<file path="config.mk">
export PLATFORM = sky130hd
export DESIGN_NAME = mctrap_ctrl
export DESIGN_NICKNAME = d
export VERILOG_FILES = /design/src/rtl/mctrap_pkg.sv /design/src/rtl/mctrap_next.sv /design/src/rtl/mctrap_strobes.sv /design/src/rtl/mctrap_ctrl.sv
export SDC_FILE = /design/constraint.sdc
export NUM_CORES = 1
export LEC_CHECK = 0
export BUFFER_PORTS_ARGS = -buffer_cell sky130_fd_sc_hd__buf_2
export CAP_MARGIN = 20
export CELL_PAD_IN_SITES_DETAIL_PLACEMENT = 0
export CELL_PAD_IN_SITES_GLOBAL_PLACEMENT = 1
export CORE_MARGIN = 2
export CORE_UTILIZATION = 27
export CTS_CLUSTER_DIAMETER = 40
export DETAILED_ROUTE_END_ITERATION = 6
export HOLD_SLACK_MARGIN = 0.05
export PLACE_DENSITY = 0.92
export SETUP_SLACK_MARGIN = 0.02
export SLEW_MARGIN = 20
export SYNTH_ARGS = -nofsm -noshare
export SYNTH_HDL_FRONTEND = slang
export SYNTH_SLANG_ARGS = --single-unit
</file>
<file path="constraint.sdc">
create_clock -name clk -period 1.3 [get_ports clk]
set_input_delay 0 -clock clk [delete_from_list [all_inputs] [get_ports clk]]
set_output_delay 0 -clock clk [all_outputs]
set_load 0.02 [all_outputs]
</file>
<file path="src/rtl/mctrap_pkg.sv">
package mctrap_pkg;

    localparam int OP_W    = 6;
    localparam int CAUSE_W = 5;
    localparam int ST_W    = 4;

    typedef enum logic [ST_W-1:0] {
        ST_FETCH    = 4'b0000,
        ST_DECODE   = 4'b0001,
        ST_BEQ      = 4'b0010,
        ST_JUMP     = 4'b0011,
        ST_REX      = 4'b0100,
        ST_RWB      = 4'b0101,
        ST_OEX      = 4'b0110,
        ST_OWB      = 4'b0111,
        ST_LADDR    = 4'b1000,
        ST_LMEM     = 4'b1001,
        ST_LWB      = 4'b1010,
        ST_SADDR    = 4'b1011,
        ST_SMEM     = 4'b1100,
        ST_TRAP_RI  = 4'b1101,
        ST_TRAP_OVF = 4'b1110,
        ST_TRAP_INT = 4'b1111
    } mc_state_e;

    localparam logic [OP_W-1:0] OPC_RTYPE = 6'b000000;
    localparam logic [OP_W-1:0] OPC_JUMP  = 6'b000010;
    localparam logic [OP_W-1:0] OPC_BEQ   = 6'b000100;
    localparam logic [OP_W-1:0] OPC_ORI   = 6'b001101;
    localparam logic [OP_W-1:0] OPC_LW    = 6'b100011;
    localparam logic [OP_W-1:0] OPC_SW    = 6'b101011;

    localparam logic [CAUSE_W-1:0] CAUSE_INT = 5'd0;
    localparam logic [CAUSE_W-1:0] CAUSE_RI  = 5'd10;
    localparam logic [CAUSE_W-1:0] CAUSE_OVF = 5'd12;

    typedef enum logic [1:0] {PCS_ALU, PCS_ALUOUT, PCS_JUMP, PCS_TRAP} pc_src_e;
    typedef enum logic [1:0] {BSEL_REG, BSEL_FOUR, BSEL_IMM, BSEL_IMM_SHL} bsel_e;
    typedef enum logic [1:0] {AF_ADD, AF_SUB, AF_FUNCT, AF_OR} afunc_e;

    typedef struct packed {
        logic                pc_wr;
        logic                pc_wr_cond;
        pc_src_e             pc_src;
        logic                addr_from_alu;
        logic                mem_rd;
        logic                mem_wr;
        logic                ir_load;
        logic                rf_wr;
        logic                rf_dst_rd;
        logic                rf_from_mem;
        logic                alu_a_reg;
        bsel_e               b_sel;
        logic                imm_sign;
        afunc_e              func;
        logic                epc_wr;
        logic                cause_wr;
        logic [CAUSE_W-1:0]  cause;
    } ctrl_t;

    // last state of every instruction: the only place an interrupt is taken
    function automatic logic instr_done(mc_state_e s);
        case (s)
            ST_RWB, ST_OWB, ST_LWB, ST_SMEM, ST_BEQ, ST_JUMP: return 1'b1;
            default:                                          return 1'b0;
        endcase
    endfunction

    function automatic logic is_trap(mc_state_e s);
        return (s == ST_TRAP_RI) || (s == ST_TRAP_OVF) || (s == ST_TRAP_INT);
    endfunction

endpackage

</file>
<file path="src/rtl/mctrap_next.sv">
module mctrap_next
    import mctrap_pkg::*;
(
    input  mc_state_e             st,
    input  logic [OP_W-1:0]       opcode,
    input  logic                  alu_ovf,
    input  logic                  irq,
    output mc_state_e             nxt
);

    mc_state_e dispatch;

    always_comb begin
        case (opcode)
            OPC_RTYPE: dispatch = ST_REX;
            OPC_ORI:   dispatch = ST_OEX;
            OPC_LW:    dispatch = ST_LADDR;
            OPC_SW:    dispatch = ST_SADDR;
            OPC_BEQ:   dispatch = ST_BEQ;
            OPC_JUMP:  dispatch = ST_JUMP;
            default:   dispatch = ST_TRAP_RI;
        endcase
    end

    always_comb begin
        case (st)
            ST_FETCH:  nxt = ST_DECODE;
            ST_DECODE: nxt = dispatch;
            ST_REX:    nxt = alu_ovf ? ST_TRAP_OVF : ST_RWB;
            ST_OEX:    nxt = ST_OWB;
            ST_LADDR:  nxt = ST_LMEM;
            ST_LMEM:   nxt = ST_LWB;
            ST_SADDR:  nxt = ST_SMEM;
            default:   nxt = (instr_done(st) && irq) ? ST_TRAP_INT : ST_FETCH;
        endcase
    end

endmodule

</file>
<file path="src/rtl/mctrap_strobes.sv">
module mctrap_strobes
    import mctrap_pkg::*;
(
    input  mc_state_e st,
    output ctrl_t     c
);

    always_comb begin
        c = '0;
        case (st)
            ST_FETCH: begin
                c.mem_rd  = 1'b1;
                c.ir_load = 1'b1;
                c.b_sel   = BSEL_FOUR;
                c.func    = AF_ADD;
                c.pc_src  = PCS_ALU;
                c.pc_wr   = 1'b1;
            end
            ST_DECODE: begin
                c.b_sel    = BSEL_IMM_SHL;
                c.imm_sign = 1'b1;
            end
            ST_REX: begin
                c.alu_a_reg = 1'b1;
                c.func      = AF_FUNCT;
            end
            ST_RWB: begin
                c.rf_wr     = 1'b1;
                c.rf_dst_rd = 1'b1;
            end
            ST_OEX: begin
                c.alu_a_reg = 1'b1;
                c.b_sel     = BSEL_IMM;
                c.func      = AF_OR;
            end
            ST_OWB: c.rf_wr = 1'b1;
            ST_LADDR, ST_SADDR: begin
                c.alu_a_reg = 1'b1;
                c.b_sel     = BSEL_IMM;
                c.imm_sign  = 1'b1;
            end
            ST_LMEM: begin
                c.mem_rd        = 1'b1;
                c.addr_from_alu = 1'b1;
            end
            ST_LWB: begin
                c.rf_wr       = 1'b1;
                c.rf_from_mem = 1'b1;
            end
            ST_SMEM: begin
                c.mem_wr        = 1'b1;
                c.addr_from_alu = 1'b1;
            end
            ST_BEQ: begin
                c.alu_a_reg  = 1'b1;
                c.func       = AF_SUB;
                c.pc_src     = PCS_ALUOUT;
                c.pc_wr_cond = 1'b1;
            end
            ST_JUMP: begin
                c.pc_wr  = 1'b1;
                c.pc_src = PCS_JUMP;
            end
            ST_TRAP_RI, ST_TRAP_OVF, ST_TRAP_INT: begin
                c.b_sel    = BSEL_FOUR;
                c.func     = AF_SUB;
                c.epc_wr   = 1'b1;
                c.cause_wr = 1'b1;
                c.pc_wr    = 1'b1;
                c.pc_src   = PCS_TRAP;
                c.cause    = (st == ST_TRAP_RI)  ? CAUSE_RI :
                             (st == ST_TRAP_OVF) ? CAUSE_OVF : CAUSE_INT;
            end
            default: c = '0;
        endcase
    end

endmodule

</file>
<file path="src/rtl/mctrap_ctrl.sv">
module mctrap_ctrl
    import mctrap_pkg::*;
#(
    parameter int                ADDR_W       = 32,
    parameter logic [ADDR_W-1:0] HANDLER_ADDR = 32'h8000_0080
) (
    input  logic               clk,
    input  logic               rst,
    input  logic [OP_W-1:0]    opcode,
    input  logic               alu_zero,
    input  logic               alu_ovf,
    input  logic               irq,
    output logic [ST_W-1:0]    state_q,
    output logic               pc_load,
    output logic [1:0]         pc_src,
    output logic               addr_from_alu,
    output logic               mem_rd,
    output logic               mem_wr,
    output logic               ir_load,
    output logic               rf_wr,
    output logic               rf_dst_rd,
    output logic               rf_from_mem,
    output logic               alu_a_reg,
    output logic [1:0]         alu_b_sel,
    output logic               imm_sign,
    output logic [1:0]         alu_func,
    output logic               epc_wr,
    output logic               cause_wr,
    output logic [CAUSE_W-1:0] cause_code,
    output logic [ADDR_W-1:0]  trap_target
);

    mc_state_e st_q;
    mc_state_e st_d;
    ctrl_t     c;

    mctrap_next u_next (
        .st      (st_q),
        .opcode  (opcode),
        .alu_ovf (alu_ovf),
        .irq     (irq),
        .nxt     (st_d)
    );

    mctrap_strobes u_strobes (
        .st (st_q),
        .c  (c)
    );

    always_ff @(posedge clk) begin
        if (rst) st_q <= ST_FETCH;
        else     st_q <= st_d;
    end

    assign state_q       = st_q;
    assign pc_load       = c.pc_wr | (c.pc_wr_cond & alu_zero);
    assign pc_src        = c.pc_src;
    assign addr_from_alu = c.addr_from_alu;
    assign mem_rd        = c.mem_rd;
    assign mem_wr        = c.mem_wr;
    assign ir_load       = c.ir_load;
    assign rf_wr         = c.rf_wr;
    assign rf_dst_rd     = c.rf_dst_rd;
    assign rf_from_mem   = c.rf_from_mem;
    assign alu_a_reg     = c.alu_a_reg;
    assign alu_b_sel     = c.b_sel;
    assign imm_sign      = c.imm_sign;
    assign alu_func      = c.func;
    assign epc_wr        = c.epc_wr;
    assign cause_wr      = c.cause_wr;
    assign cause_code    = c.cause;
    assign trap_target   = HANDLER_ADDR;

    AST_RESET_FETCH: assert property (@(posedge clk)
        rst |=> st_q == ST_FETCH);
    AST_FETCH_DECODE: assert property (@(posedge clk) disable iff (rst)
        st_q == ST_FETCH |=> st_q == ST_DECODE);
    AST_OVF_NO_WRITE: assert property (@(posedge clk) disable iff (rst)
        (st_q == ST_REX && alu_ovf) |=> (st_q == ST_TRAP_OVF && !rf_wr));
    AST_BEQ_ZERO: assert property (@(posedge clk) disable iff (rst)
        st_q == ST_BEQ |-> pc_load == alu_zero);
    AST_TRAP_STROBES: assert property (@(posedge clk) disable iff (rst)
        is_trap(st_q) |-> (epc_wr && cause_wr && pc_load && pc_src == 2'd3));
    AST_IRQ_BOUNDARY: assert property (@(posedge clk) disable iff (rst)
        (irq && !instr_done(st_q)) |=> st_q != ST_TRAP_INT);
    AST_TRAP_RETURN: assert property (@(posedge clk) disable iff (rst)
        is_trap(st_q) |=> st_q == ST_FETCH);
    AST_MEM_EXCLUSIVE: assert property (@(posedge clk) disable iff (rst)
        !(mem_rd && mem_wr));

endmodule

</file>
==> results.json <==
{
  "highest_layer": "met3",
  "antenna_found_initial": 0,
  "dr_wl_met3_um": 155,
  "wl_per_cell_um": 10.25,
  "gp_congestion": 0.7743,
  "cpMostUsedCell": "buf_4",
  "critPathSlowestCell": "dfxtp_4",
  "netlist.top_cell.by_area": "buf_4",
  "antenna_cells": 0,
  "initial_core_util": 0.2809,
  "fp.dieW_um": 65.72,
  "switchingPower_mw": 1.760,
  "synth-compound-area-share": 0.2652,
  "status": "finished, final reports clean",
  "path_cells": "buf_4, nor2b_2, a21oi_1, o2bb2ai_2, buf_4",
  "clock_latency_ns": 0.21,
  "drcViolationCount": 0,
  "p_int_mw": 1.621,
  "power_frac_clock": 0.075,
  "drive_above_1_share": 0.4390,
  "cp.required_ns": 1.30,
  "placed_area_sq_um": 1205,
  "cp-start-kind": "register",
  "combinationalPowerShare": 0.800,
  "synth_cell_type_count": 47,
  "totalWireLength_um": 2592,
  "grt_setup_unrepaired": "true",
  "synth-seq-cells": 4,
  "multi_input_area_sq_um": 802.0,
  "clockRootBuffer": "clkbuf_8",
  "seqCellArea_sq_um": 95.09,
  "dp_hpwl_um": 1901,
  "htree_levels": 1,
  "syn_avg_cell_area_sq_um": 6.678,
  "synth_ff_type": "dfxtp_1",
  "synthSimpleGateAreaFrac": 0.2701,
  "yosys-top-cells-area": "buf_4, dfxtp_1, o21ai_0",
  "cts_tree": "built",
  "cts_made_buffers": 3,
  "synth_top_area_share": 0.2555,
  "wl_met2_um": 1269,
  "hp-class": "primary input to register",
  "hold_depth": 3,
  "syn_to_final_growth_pct": 36.62,
  "port_buffers": 35,
  "setup_viol": 0,
  "cts.sinks": 4,
  "grt_max_degree": 15,
  "fin_crit_sh": 0.9806,
  "netlist_instances": 154,
  "worstSetupPathDepth": 5,
  "stdcell_area_sq_um": 1405,
  "max-vdd-ir-drop_mv": 0.6053,
  "grt_pass1_wl_um": 3732,
  "first_global_vias": 862,
  "final_nets": 218,
  "yosys_warnings": 0,
  "fillers": 373,
  "drt_iter0_drc": 66,
  "synthMuxAreaShare": 0.009732,
  "powerDensity_nw_per_um2": 2406,
  "p_leak_nw": 0.6717,
  "clock_skew_ns": 0.0001799,
  "final_common_cell": "conb_1",
  "layout_common_cells": "conb_1, buf_4, buf_2, nor2_1, nand2_1",
  "clockBufferDepth": 2,
  "dieArea_sq_um": 4319,
  "seqPwrFrac": 0.125,
  "grt_usage": 0.1067,
  "clk_pin_slew_worst_paths_ns": 0.03,
  "path_class": "register to primary output",
  "slew_viol_final": 0,
  "grt_overflow": 0,
  "worstPathMaxFanout": 12,
  "largest_reg_flops": 4,
  "tns_ns": 0,
  "synth-xor-area-share": 0.02555,
  "num_vias": 1131,
  "synth-edff-count": 0,
  "core_sq_um": 3661,
  "ys_async_sr_fraction": 0,
  "netlist_area_sq_um": 1028,
  "end_kind": "primary output",
  "num_rows": 22,
  "fmax_mhz": 784.4,
  "crit_family": "flip-flops",
  "die_h_um": 65.72,
  "ios": 70,
  "ant_nets": 0,
  "hold_viol": 0,
  "reg2regPathDepth": 5,
  "path_buf_inv": 2,
  "final_util": 0.3838,
  "period_minus_slack_ns": 1.275,
  "viasPerCell": 4.470,
  "synth_top_family_by_area": "buffers and inverters",
  "drt_first_pass_iters": 5,
  "synth_fa_ha_area_frac": 0,
  "slowest_delay_ns": 0.38,
  "power_mw": 3.381,
  "arrival_ns": 1.27,
  "yosysSeqAreaShare": 0.07786,
  "netSwitchingFraction": 0.5206,
  "m1WireLength_um": 1166,
  "drv_cap": 0
}
power groups by stage:
stage	clock network, mW	registers, mW	logic, mW
after detailed placement	0	0.429	2.25
after global routing	0.276	0.445	2.91
after floorplan	0	0.326	1.77
final	0.255	0.423	2.70
after CTS	0.261	0.406	2.54
after global placement	0	0.427	2.25
worst min-delay path: stages:
cell	delay (ns)
buf_2	0.13
o21ai_1	0.15
a31oi_1	0.08
synth_stat cells, types with 2 or more instances:
library cell  number
dfxtp_1            4
buf_2              4
nor2_1            13
nand2_1            9
or3_1              2
xnor2_1            2
nand2b_1           4
nor3b_1            2
conb_1             2
nand3b_1           3
nor3_1             5
buf_4             35
inv_1              4
nand3_1            3
a31oi_1            5
buf_6              4
a21oi_1           11
o21ai_0           12
nor4_1             2
cell type report:
| type | count | area share |
|---|---|---|
| clock buffer | 3 | 0.02939 |
| inverter | 4 | 0.01069 |
| multi-input combinational | 133 | 0.5708 |
| sequential | 4 | 0.06768 |
| tap | 48 | 0.04274 |
| timing repair buffer | 61 | 0.2787 |
layer usage:
| layer | vias to the layer above | GRT usage |
|---|---|---|
| met5 | - | 0 |
| met4 | 0 | 0.03906 |
| met3 | 0 | 0.01027 |
| met2 | 38 | 0.1730 |
| met1 | 515 | 0.1455 |
| li1 | 578 | - |
final timing paths:
kind / startpoint / endpoint / slack, ns
worst min-delay path: opcode[4] / state_q[2] / 0.19
worst max-delay path: state_q[2] / alu_a_reg / 0.03
worst min register to register: state_q[1] / state_q[1] / 0.55
worst max register to register: state_q[0] / state_q[1] / 0.06
cell families after synthesis:
family | after synthesis
compound gates | 44
xor+xnor | 3
buf+inv | 49
flops | 4
mux | 1
other cells | 2
simple gates | 51
through the flow:
| stage | hold slack, ns | setup slack [ns] | instances |
|---|---|---|---|
| 3_3_place_gp | 0.2047 | 0.01880 | 239 |
| 2_1_floorplan | 0.06165 | -0.005107 | 186 |
| 6_report | 0.1899 | 0.02516 | 253 |
| 3_5_place_dp | 0.2022 | -0.0004312 | 239 |
| 5_1_grt | 0.2228 | -0.04966 | 253 |
| 4_1_cts | 0.1839 | 0.004110 | 250 |
repair_timing:
action	4_1_cts	5_1_grt
pin swaps	0	0
resized for setup	14	14
buffers inserted	7	2
hold endpoints to repair	4	0
hold buffers	1	0
gates cloned	0	1
endpoints found under the setup margin	21	16
Note: power is estimated with default switching activity, not from simulation.
